$ cat config.mk
export PLATFORM = sky130hd
export DESIGN_NAME = fracn_modctl
export DESIGN_NICKNAME = d
export VERILOG_FILES = /design/src/rtl/fracn_pkg.sv /design/src/rtl/fracn_seq.sv /design/src/rtl/fracn_count.sv /design/src/rtl/fracn_modctl.sv
export SDC_FILE = /design/constraint.sdc
export NUM_CORES = 1
export LEC_CHECK = 0
export BUFFER_PORTS_ARGS = -buffer_cell sky130_fd_sc_hd__buf_2
export CAP_MARGIN = 0
export CORE_MARGIN = 1.5
export CORE_UTILIZATION = 51
export DETAILED_ROUTE_END_ITERATION = 8
export GPL_TIMING_DRIVEN = 0
export HOLD_SLACK_MARGIN = 0.1
export PLACE_DENSITY = 0.83
export SLEW_MARGIN = 20
export SYNTH_ARGS = -nofsm -noshare
export SYNTH_HDL_FRONTEND = slang
export SYNTH_HIERARCHICAL = 1
export SYNTH_SLANG_ARGS = --single-unit
export TNS_END_PERCENT = 30
$ cat constraint.sdc
create_clock -name clk -period 4.98 [get_ports clk]
set_input_delay 0.747 -clock clk [delete_from_list [all_inputs] [get_ports clk]]
set_output_delay 0.747 -clock clk [all_outputs]
set_load 0.02 [all_outputs]
$ cat src/rtl/fracn_pkg.sv
package fracn_pkg;

    typedef enum logic [1:0] {
        MODE_PERIODIC = 2'd0,
        MODE_RANDOM   = 2'd1,
        MODE_SHAPED   = 2'd2,
        MODE_ALT_PER  = 2'd3
    } fracn_mode_e;

    typedef enum logic {
        ST_INIT = 1'b0,
        ST_RUN  = 1'b1
    } cnt_state_e;

    localparam logic [15:0] SEED_FALLBACK = 16'hACE1;

    function automatic logic [15:0] lfsr_step(input logic [15:0] q);
        return {q[14:0], q[15] ^ q[13] ^ q[12] ^ q[10]};
    endfunction

endpackage

$ cat src/rtl/fracn_seq.sv
module fracn_seq
    import fracn_pkg::*;
#(
    parameter int FW = 8
) (
    input  logic          clk,
    input  logic          rst_n,
    input  logic          step,
    input  logic          first,
    input  logic [1:0]    mode_in,
    input  logic [FW-1:0] frac_in,
    input  logic [15:0]   seed_in,
    output logic          sel,
    output logic [15:0]   lfsr_o
);
    localparam logic [FW-1:0] HALF = FW'(1) << (FW - 1);

    logic [FW-1:0] acc_q, base_acc, acc_nxt;
    logic [15:0]   lfsr_q, base_lfsr, lfsr_nxt;
    logic [1:0]    mode_q;
    logic          reload, carry, rnd_pick;
    logic [FW:0]   sum;

    always_comb begin
        reload    = first || (mode_in != mode_q);
        base_acc  = acc_q;
        base_lfsr = lfsr_q;
        if (reload) begin
            base_acc  = (fracn_mode_e'(mode_in) == MODE_SHAPED) ? HALF : '0;
            base_lfsr = (seed_in == 16'd0) ? SEED_FALLBACK : seed_in;
        end
        sum      = {1'b0, base_acc} + {1'b0, frac_in};
        carry    = sum[FW];
        rnd_pick = base_lfsr[15 -: FW] < frac_in;
        unique case (fracn_mode_e'(mode_in))
            MODE_RANDOM: begin
                sel      = rnd_pick;
                acc_nxt  = base_acc;
                lfsr_nxt = lfsr_step(base_lfsr);
            end
            MODE_PERIODIC, MODE_SHAPED, MODE_ALT_PER: begin
                sel      = carry;
                acc_nxt  = sum[FW-1:0];
                lfsr_nxt = base_lfsr;
            end
        endcase
    end

    always_ff @(posedge clk or negedge rst_n) begin
        if (!rst_n) begin
            acc_q  <= '0;
            lfsr_q <= SEED_FALLBACK;
            mode_q <= '0;
        end else if (step) begin
            acc_q  <= acc_nxt;
            lfsr_q <= lfsr_nxt;
            mode_q <= mode_in;
        end
    end

    assign lfsr_o = lfsr_q;

endmodule

$ cat src/rtl/fracn_count.sv
module fracn_count
    import fracn_pkg::*;
#(
    parameter int NW = 6
) (
    input  logic          clk,
    input  logic          rst_n,
    input  logic [NW-1:0] n_in,
    input  logic          sel,
    output logic          boundary,
    output logic          first,
    output logic          running,
    output logic          div_out,
    output logic          plus_one,
    output logic [NW:0]   cnt_o,
    output logic [NW:0]   len_o
);
    cnt_state_e  state_q, state_d;
    logic [NW:0] cnt_q, len_q, len_nxt;
    logic        plus_q;

    // state register
    always_ff @(posedge clk or negedge rst_n) begin
        if (!rst_n) state_q <= ST_INIT;
        else        state_q <= state_d;
    end

    // transitions: start (INIT->RUN), reload (RUN->RUN at zero count)
    always_comb begin
        unique case (state_q)
            ST_INIT: state_d = ST_RUN;
            ST_RUN:  state_d = ST_RUN;
        endcase
    end

    // outputs
    always_comb begin
        first    = (state_q == ST_INIT);
        running  = (state_q == ST_RUN);
        div_out  = running && (cnt_q == '0);
        boundary = first || div_out;
        plus_one = plus_q;
        cnt_o    = cnt_q;
        len_o    = len_q;
        len_nxt  = {1'b0, n_in} + {{NW{1'b0}}, sel};
    end

    always_ff @(posedge clk or negedge rst_n) begin
        if (!rst_n) begin
            cnt_q  <= '0;
            len_q  <= '0;
            plus_q <= 1'b0;
        end else if (boundary) begin
            cnt_q  <= len_nxt - 1'b1;
            len_q  <= len_nxt;
            plus_q <= sel;
        end else begin
            cnt_q  <= cnt_q - 1'b1;
        end
    end

endmodule

$ cat src/rtl/fracn_modctl.sv
module fracn_modctl
    import fracn_pkg::*;
#(
    parameter int NW = 6,
    parameter int FW = 8
) (
    input  logic          clk,
    input  logic          rst_n,
    input  logic [NW-1:0] n_in,
    input  logic [FW-1:0] frac_in,
    input  logic [1:0]    mode_in,
    input  logic [15:0]   seed_in,
    output logic          div_out,
    output logic          plus_one
);
    logic          boundary_w, first_w, running_w, sel_w;
    logic [NW:0]   cnt_w, len_w;
    logic [15:0]   lfsr_w;

    fracn_seq #(.FW(FW)) seq_i (
        .clk(clk), .rst_n(rst_n), .step(boundary_w), .first(first_w),
        .mode_in(mode_in), .frac_in(frac_in), .seed_in(seed_in),
        .sel(sel_w), .lfsr_o(lfsr_w)
    );

    fracn_count #(.NW(NW)) cnt_i (
        .clk(clk), .rst_n(rst_n), .n_in(n_in), .sel(sel_w),
        .boundary(boundary_w), .first(first_w), .running(running_w),
        .div_out(div_out), .plus_one(plus_one),
        .cnt_o(cnt_w), .len_o(len_w)
    );

endmodule

==> impl_metrics.py, run 1 <==
metrics = {
    "detailed_routing": {
        "ant_nets": 0,
        "vias": 2564,
        "drt-total-wl_um": 6720,
        "dr.pass1.iters": 5,
        "via_per_inst": 5.67,
        "drc": 0,
        "wl_per_cell_um": 14.9,
        "first_iter_violations": 142,
    },
    "worst_setup_path": {
        "critPathLaunchType": "input pin",
        "path_class": "in -> reg",
        "critPathArrivalTime_ns": 5.03,
        "worst-path-max-fanout": 8,
        "end_kind": "flip-flop",
        "required_ns": 5.18,
        "rrSetupSlack_ns": 0.31,
    },
    "die": {
        "start_util": 0.535,
        "die-area_um2": 5840,
        "core_area_um2": 5140,
        "die_w_um": 76.4,
        "die_y_um": 76.4,
        "num_io_pins": 36,
        "rows": 26,
    },
    "yosys": {
        "avgSynthCellArea_um2": 8.36,
        "ys_warn_count": 6,
        "syn-num-nets": 382,
        "syn_area_um2": 2750,
        "synthCells": 329,
    },
    "clocking": {
        "clock-sinks": 35,
        "tritoncts": "yes",
        "hold_buffers": 0,
        "clock_latency_ns": 0.29,
        "clk_root_buffer_cell": "clkbuf_8",
        "cts_max_level": 2,
        "clk_pin_slew_ns": 0.07,
        "cts.path.max_buffers": 2,
        "cts_made_buffers": 5,
    },
    "global_route": {
        "overflow": 0,
        "antenna_found_initial": 0,
        "grt_pass1_wl_um": 11200,
        "grt_usage": 0.236,
        "grt_pass1_vias": 2467,
        "grt_start_max_net_pins": 36,
    },
    "cells_and_area": {
        "antenna_cells": 0,
        "syn_to_final_growth_pct": 16.7,
        "final_nets": 434,
        "drive_gt1_frac": 0.241,
        "fillCellCount": 452,
    },
    "placed_design": {
        "gp_congestion": 0.876,
        "dpl.hpwl_um": 4930,
        "portBuffers": 35,
        "dp_slack_ns": -1.09,
    },
    "pwr": {
        "vdd_drop_max_uv": 145,
        "p_per_area_nw_per_um2": 286,
        "power_leakage_nw": 1.50,
        "totalPowerFinal_mw": 0.919,
    },
    "timing": {
        "fin_crit_ns": 4.83,
        "slew_headroom": 0.466,
        "fin_skew_ns": 0.00545,
        "fmax_ghz": 0.207,
        "fin_crit_sh": 0.971,
        "hold-worst-slack_ns": 0.475,
        "setup_viol": 0,
        "hold_violations": 0,
        "slew_violations": 0,
        "worstMarginPinSlew_ns": 0.800,
        "setup_ws_ns": 0.147,
        "fin_tns_setup_ns": 0,
    },
    "min_path": {
        "hold_path_class": "reg -> reg",
    },
    "run_status": {
        "status": "finished, final reports clean",
    },
    "run": {
        "maxCapViolations": 0,
    },
}
[cell usage in the layout (no fill, tap or decap), types with 3 or more instances in the layout]
cell,instances
dfstp_2,8
dfrtp_1,27
o22ai_1,5
o21ai_0,21
a31oi_1,6
a21oi_1,13
mux2_2,5
clkbuf_1,8
nand3_1,7
o21ai_1,4
o21a_1,3
and3_1,5
nor2_1,29
nor4_1,5
and2_1,7
a21o_1,5
ha_1,16
buf_4,10
inv_1,21
a211oi_1,3
mux2i_1,4
xnor2_1,10
clkbuf_8,5
nand4_1,3
nor3_1,6
buf_2,38
nand2_1,46
xor2_1,10
[worst max-delay path: stages]
cell,delay [ns]
buf_2,0.12
xor2_1,0.19
nor3_4,0.25
buf_8,0.16
and2_1,0.13
ha_2,0.19
inv_1,0.06
fa_2,0.36
nor2b_2,0.14
o21ai_1,0.09
a21boi_1,0.25
o311a_1,0.22
o21ai_0,0.11
a311oi_2,0.27
buf_4,0.18
ha_4,0.16
ha_1,0.25
or2_4,0.27
or3_4,0.34
a31oi_4,0.16
xnor2_1,0.10
a221oi_2,0.26
[sequential cells by signal, indices dropped and copies added, names as in the netlist]
name,cells
cnt_i/plus_one,1
cnt_i/running,1
seq_i/mode_q,2
seq_i/lfsr_o,16
cnt_i/cnt_o,7
seq_i/acc_q,8
[power breakdown]
group	switching [mW]	internal, mW	total (mW)
Clock	0.101	0.0981	0.199
Combinational	0.172	0.148	0.320
Sequential	0.0487	0.351	0.400
[through the flow]
stage,cell area (µm²),cells,util
2_1_floorplan,2750,329,-
3_3_place_gp,3020,434,0.587
3_5_place_dp,3020,434,0.587
4_1_cts,3130,444,0.609
5_1_grt,3210,452,0.624
6_report,3210,452,0.624
[layer usage]
metal  up-vias  GRT usage  wire, µm
li1       1255          -         -
met1      1210      0.302      2960
met2        87      0.404      3250
met3        12     0.0431       403
met4         0     0.0704       107
met5         -          0         0
[final cells by class]
| cell class | count | area [µm²] | share of cell area |
|---|---|---|---|
| Multi-Input combinational cell | 257 | 1740 | 0.541 |
| Buffer | 13 | 77.6 | 0.0242 |
| Clock buffer | 7 | 76.3 | 0.0238 |
| Timing Repair Buffer | 46 | 255 | 0.0795 |
| Inverter | 23 | 86.3 | 0.0269 |
| Sequential cell | 35 | 886 | 0.276 |
| Tap cell | 70 | 87.6 | 0.0273 |
| Clock inverter | 1 | 5.00 | 0.00156 |
[final timing paths]
check / from / to / depth (start not counted)
worst max-delay path: mode_in[0] / cnt_i/cnt_o[5]$_DFF_PN0_ / 22
worst min register to register: seq_i/acc_q[2]$_DFFE_PN0P_ / seq_i/acc_q[2]$_DFFE_PN0P_ / 2
worst max register to register: cnt_i/running$_DFF_PN0_ / cnt_i/cnt_o[5]$_DFF_PN0_ / 21
min in group asynchronous: rst_n / seq_i/lfsr_o[12]$_DFFE_PN0P_ / 1
max in group asynchronous: rst_n / seq_i/acc_q[0]$_DFFE_PN0P_ / 1
worst min-delay path: seq_i/acc_q[2]$_DFFE_PN0P_ / seq_i/acc_q[2]$_DFFE_PN0P_ / 2
[repair_timing]
action	in CTS	in global routing
setup buffers	3	8
pin swaps	3	4
endpoints found under the setup margin	6	3
gates resized for setup	3	6
Power figures use the tool's default switching activity.
==> run 2, diff against run 1 <==
--- a/config.mk
+++ b/config.mk
@@ -12,7 +12,7 @@
 export DETAILED_ROUTE_END_ITERATION = 8
 export GPL_TIMING_DRIVEN = 0
 export HOLD_SLACK_MARGIN = 0.1
-export PLACE_DENSITY = 0.83
+export PLACE_DENSITY = 0.8
 export SLEW_MARGIN = 20
 export SYNTH_ARGS = -nofsm -noshare
 export SYNTH_HDL_FRONTEND = slang
==> constraint.sdc (replaced) <==
create_clock -name clk -period 6.15 [get_ports clk]
set_input_delay 0.9225 -clock clk [delete_from_list [all_inputs] [get_ports clk]]
set_output_delay 0.9225 -clock clk [all_outputs]
set_load 0.02 [all_outputs]
==> impl_metrics.py, run 2 (same netlist as run 1, synthesis figures left out) <==
metrics = {
    "cells_and_area": {
        "final_cells": 442,
        "antenna_cells": 0,
        "final_common_cell": "nand2_1",
        "syn_to_final_growth_pct": 12.8,
        "drive_gt1_frac": 0.212,
        "largest_register_ffs": 16,
        "fillCellCount": 502,
        "final_nets": 424,
        "mostFrequentLayoutCells": "nand2_1, buf_2, nor2_1",
    },
    "global_route": {
        "antenna_found_initial": 0,
        "grt_pass1_wl_um": 11300,
        "overflow": 0,
        "grt_start_max_net_pins": 36,
        "grt_pass1_vias": 2587,
        "grt_usage": 0.240,
    },
    "worst_setup_path": {
        "crit_chain": "buf_2, xor2_1, nor3_4, buf_4, buf_2, and2_1, ha_1, inv_1, fa_1, nor2b_1, o21ai_0, a21boi_0, o311a_1, o21ai_0, a311oi_1, ha_1, ha_1, or2_4, or3_4, a31oi_4, xnor2_1, a221oi_2",
        "slowest_delay_ns": 0.44,
        "cp_top_family": "compound AO/OA/AOI/OAI gates",
        "path_class": "in -> reg",
        "rr_endpoint": "cnt_i/cnt_o[5]$_DFF_PN0_",
        "crit_top_cell": "ha_1",
        "worst-path-max-fanout": 10,
        "slowest_stage": "a311oi_1",
        "path_buf_inv": 4,
        "rrSetupSlack_ns": 0.77,
        "critPathLaunchType": "input pin",
        "critPathArrivalTime_ns": 5.95,
        "r2r-start": "cnt_i/running$_DFF_PN0_",
        "required_ns": 6.35,
        "r2r_cells": 21,
        "cp.depth": 22,
        "end_kind": "flip-flop",
    },
    "clocking": {
        "cts_max_level": 2,
        "clock-sinks": 35,
        "cts_made_buffers": 5,
        "clk_root_buffer_cell": "clkbuf_8",
        "cts.path.max_buffers": 2,
        "tritoncts": "yes",
        "clock_latency_ns": 0.29,
        "hold_buffers": 0,
        "clk_pin_slew_ns": 0.07,
    },
    "timing": {
        "fmax_ghz": 0.174,
        "setup_viol": 0,
        "hold_violations": 0,
        "slew_violations": 0,
        "fin_crit_ns": 5.75,
        "fin_crit_sh": 0.935,
        "worstMarginPinSlew_ns": 0.778,
        "fin_tns_setup_ns": 0,
        "slew_headroom": 0.481,
        "rsz0062_at_grt": "no",
        "fin_skew_ns": 0.0104,
        "setup_ws_ns": 0.397,
    },
    "die": {
        "die-area_um2": 5840,
        "start_util": 0.535,
        "core_area_um2": 5140,
        "num_io_pins": 36,
        "die_w_um": 76.4,
        "die_y_um": 76.4,
        "rows": 26,
    },
    "detailed_routing": {
        "dr.pass1.iters": 4,
        "via_per_inst": 5.70,
        "vias": 2521,
        "drt-total-wl_um": 6420,
        "ant_nets": 0,
        "drc": 0,
        "first_iter_violations": 192,
        "wl_per_cell_um": 14.5,
    },
    "placed_design": {
        "dp_slack_ns": 0.0159,
        "gp_congestion": 0.873,
        "dpl.hpwl_um": 4960,
        "placed_cells": 434,
        "portBuffers": 35,
    },
    "pwr": {
        "totalPowerFinal_mw": 0.728,
        "seqPwrFrac": 0.444,
        "swShare": 0.352,
        "p_int_mw": 0.472,
        "clkPwrFrac": 0.223,
        "power_leakage_nw": 1.45,
        "p_per_area_nw_per_um2": 235,
        "combPwrFrac": 0.333,
        "power_switching_mw": 0.257,
        "vdd_drop_max_uv": 120,
    },
    "min_path": {
        "hold_depth": 2,
        "hold_start": "seq_i/acc_q[2]$_DFFE_PN0P_",
        "hold_path_class": "reg -> reg",
        "min_to": "seq_i/acc_q[2]$_DFFE_PN0P_",
    },
    "run": {
        "maxCapViolations": 0,
    },
    "run_status": {
        "status": "finished, final reports clean",
    },
}
-- run 2: worst register-to-register path: cells and delay by family (launching register included) --
| family | cells | cell delay, ns |
|---|---|---|
| compound gates | 7 | 1.67 |
| simple gates | 5 | 1.22 |
| fa+ha+maj | 4 | 1.18 |
| buf+inv | 4 | 0.67 |
| flops | 1 | 0.47 |
| xor+xnor | 1 | 0.10 |
-- run 2: how the worst max path moves through the flow --
stage | endpoint | startpoint | slack [ns]
floorplan | cnt_i/cnt_o[5]$_DFF_PN0_ | mode_in[0] | 0.94
global placement | cnt_i/cnt_o[5]$_DFF_PN0_ | mode_in[0] | 0.11
detailed placement | cnt_i/cnt_o[5]$_DFF_PN0_ | mode_in[0] | 0.02
CTS | cnt_i/cnt_o[5]$_DFF_PN0_ | mode_in[0] | 0.31
global route | cnt_i/cnt_o[5]$_DFF_PN0_ | mode_in[0] | 0.04
finish | cnt_i/cnt_o[5]$_DFF_PN0_ | mode_in[0] | 0.40
-- run 2: area by class of cell --
type                       count  area (µm²)  area share
multi-input combinational    257        1710       0.551
sequential                    35         886       0.285
timing repair buffer          35         175      0.0565
tap                           70        87.6      0.0282
inverter                      23        86.3      0.0278
buffer                        14        75.1      0.0242
clock buffer                   5        68.8      0.0222
clock inverter                 3        15.0     0.00484
-- run 2: routing by layer --
metal  share of wire  vias to the layer above  global-route usage  routed length (µm)
li1                -                     1242                   -                   -
met1            0.44                     1186               0.308                2850
met2            0.47                       83               0.392                3050
met3           0.068                       10              0.0563                 434
met4           0.014                        0              0.0889                  88
met5               0                        -                   0                   0
-- run 2: repair_timing --
action,4_1_cts,5_1_grt
endpoints found under the setup margin,0,2
setup buffers,0,0
endpoints found under the hold margin,0,0
resized for setup,0,1
-- run 2: per-stage QoR --
step            util  hold slack, ns  instance area [µm²]
6_report       0.604           0.473                 3100
5_1_grt        0.604           0.513                 3100
4_1_cts        0.602           0.478                 3100
3_5_place_dp   0.586           0.463                 3010
3_3_place_gp   0.586           0.452                 3010
2_1_floorplan      -           0.440                 2750
-- run 2: power groups by stage --
stage,Combinational (mW),Clock (mW),Sequential [mW]
after floorplan,0.179,0,0.318
after global placement,0.231,0,0.326
after detailed placement,0.240,0,0.326
after CTS,0.241,0.168,0.323
after global routing,0.272,0.183,0.331
final,0.243,0.163,0.323
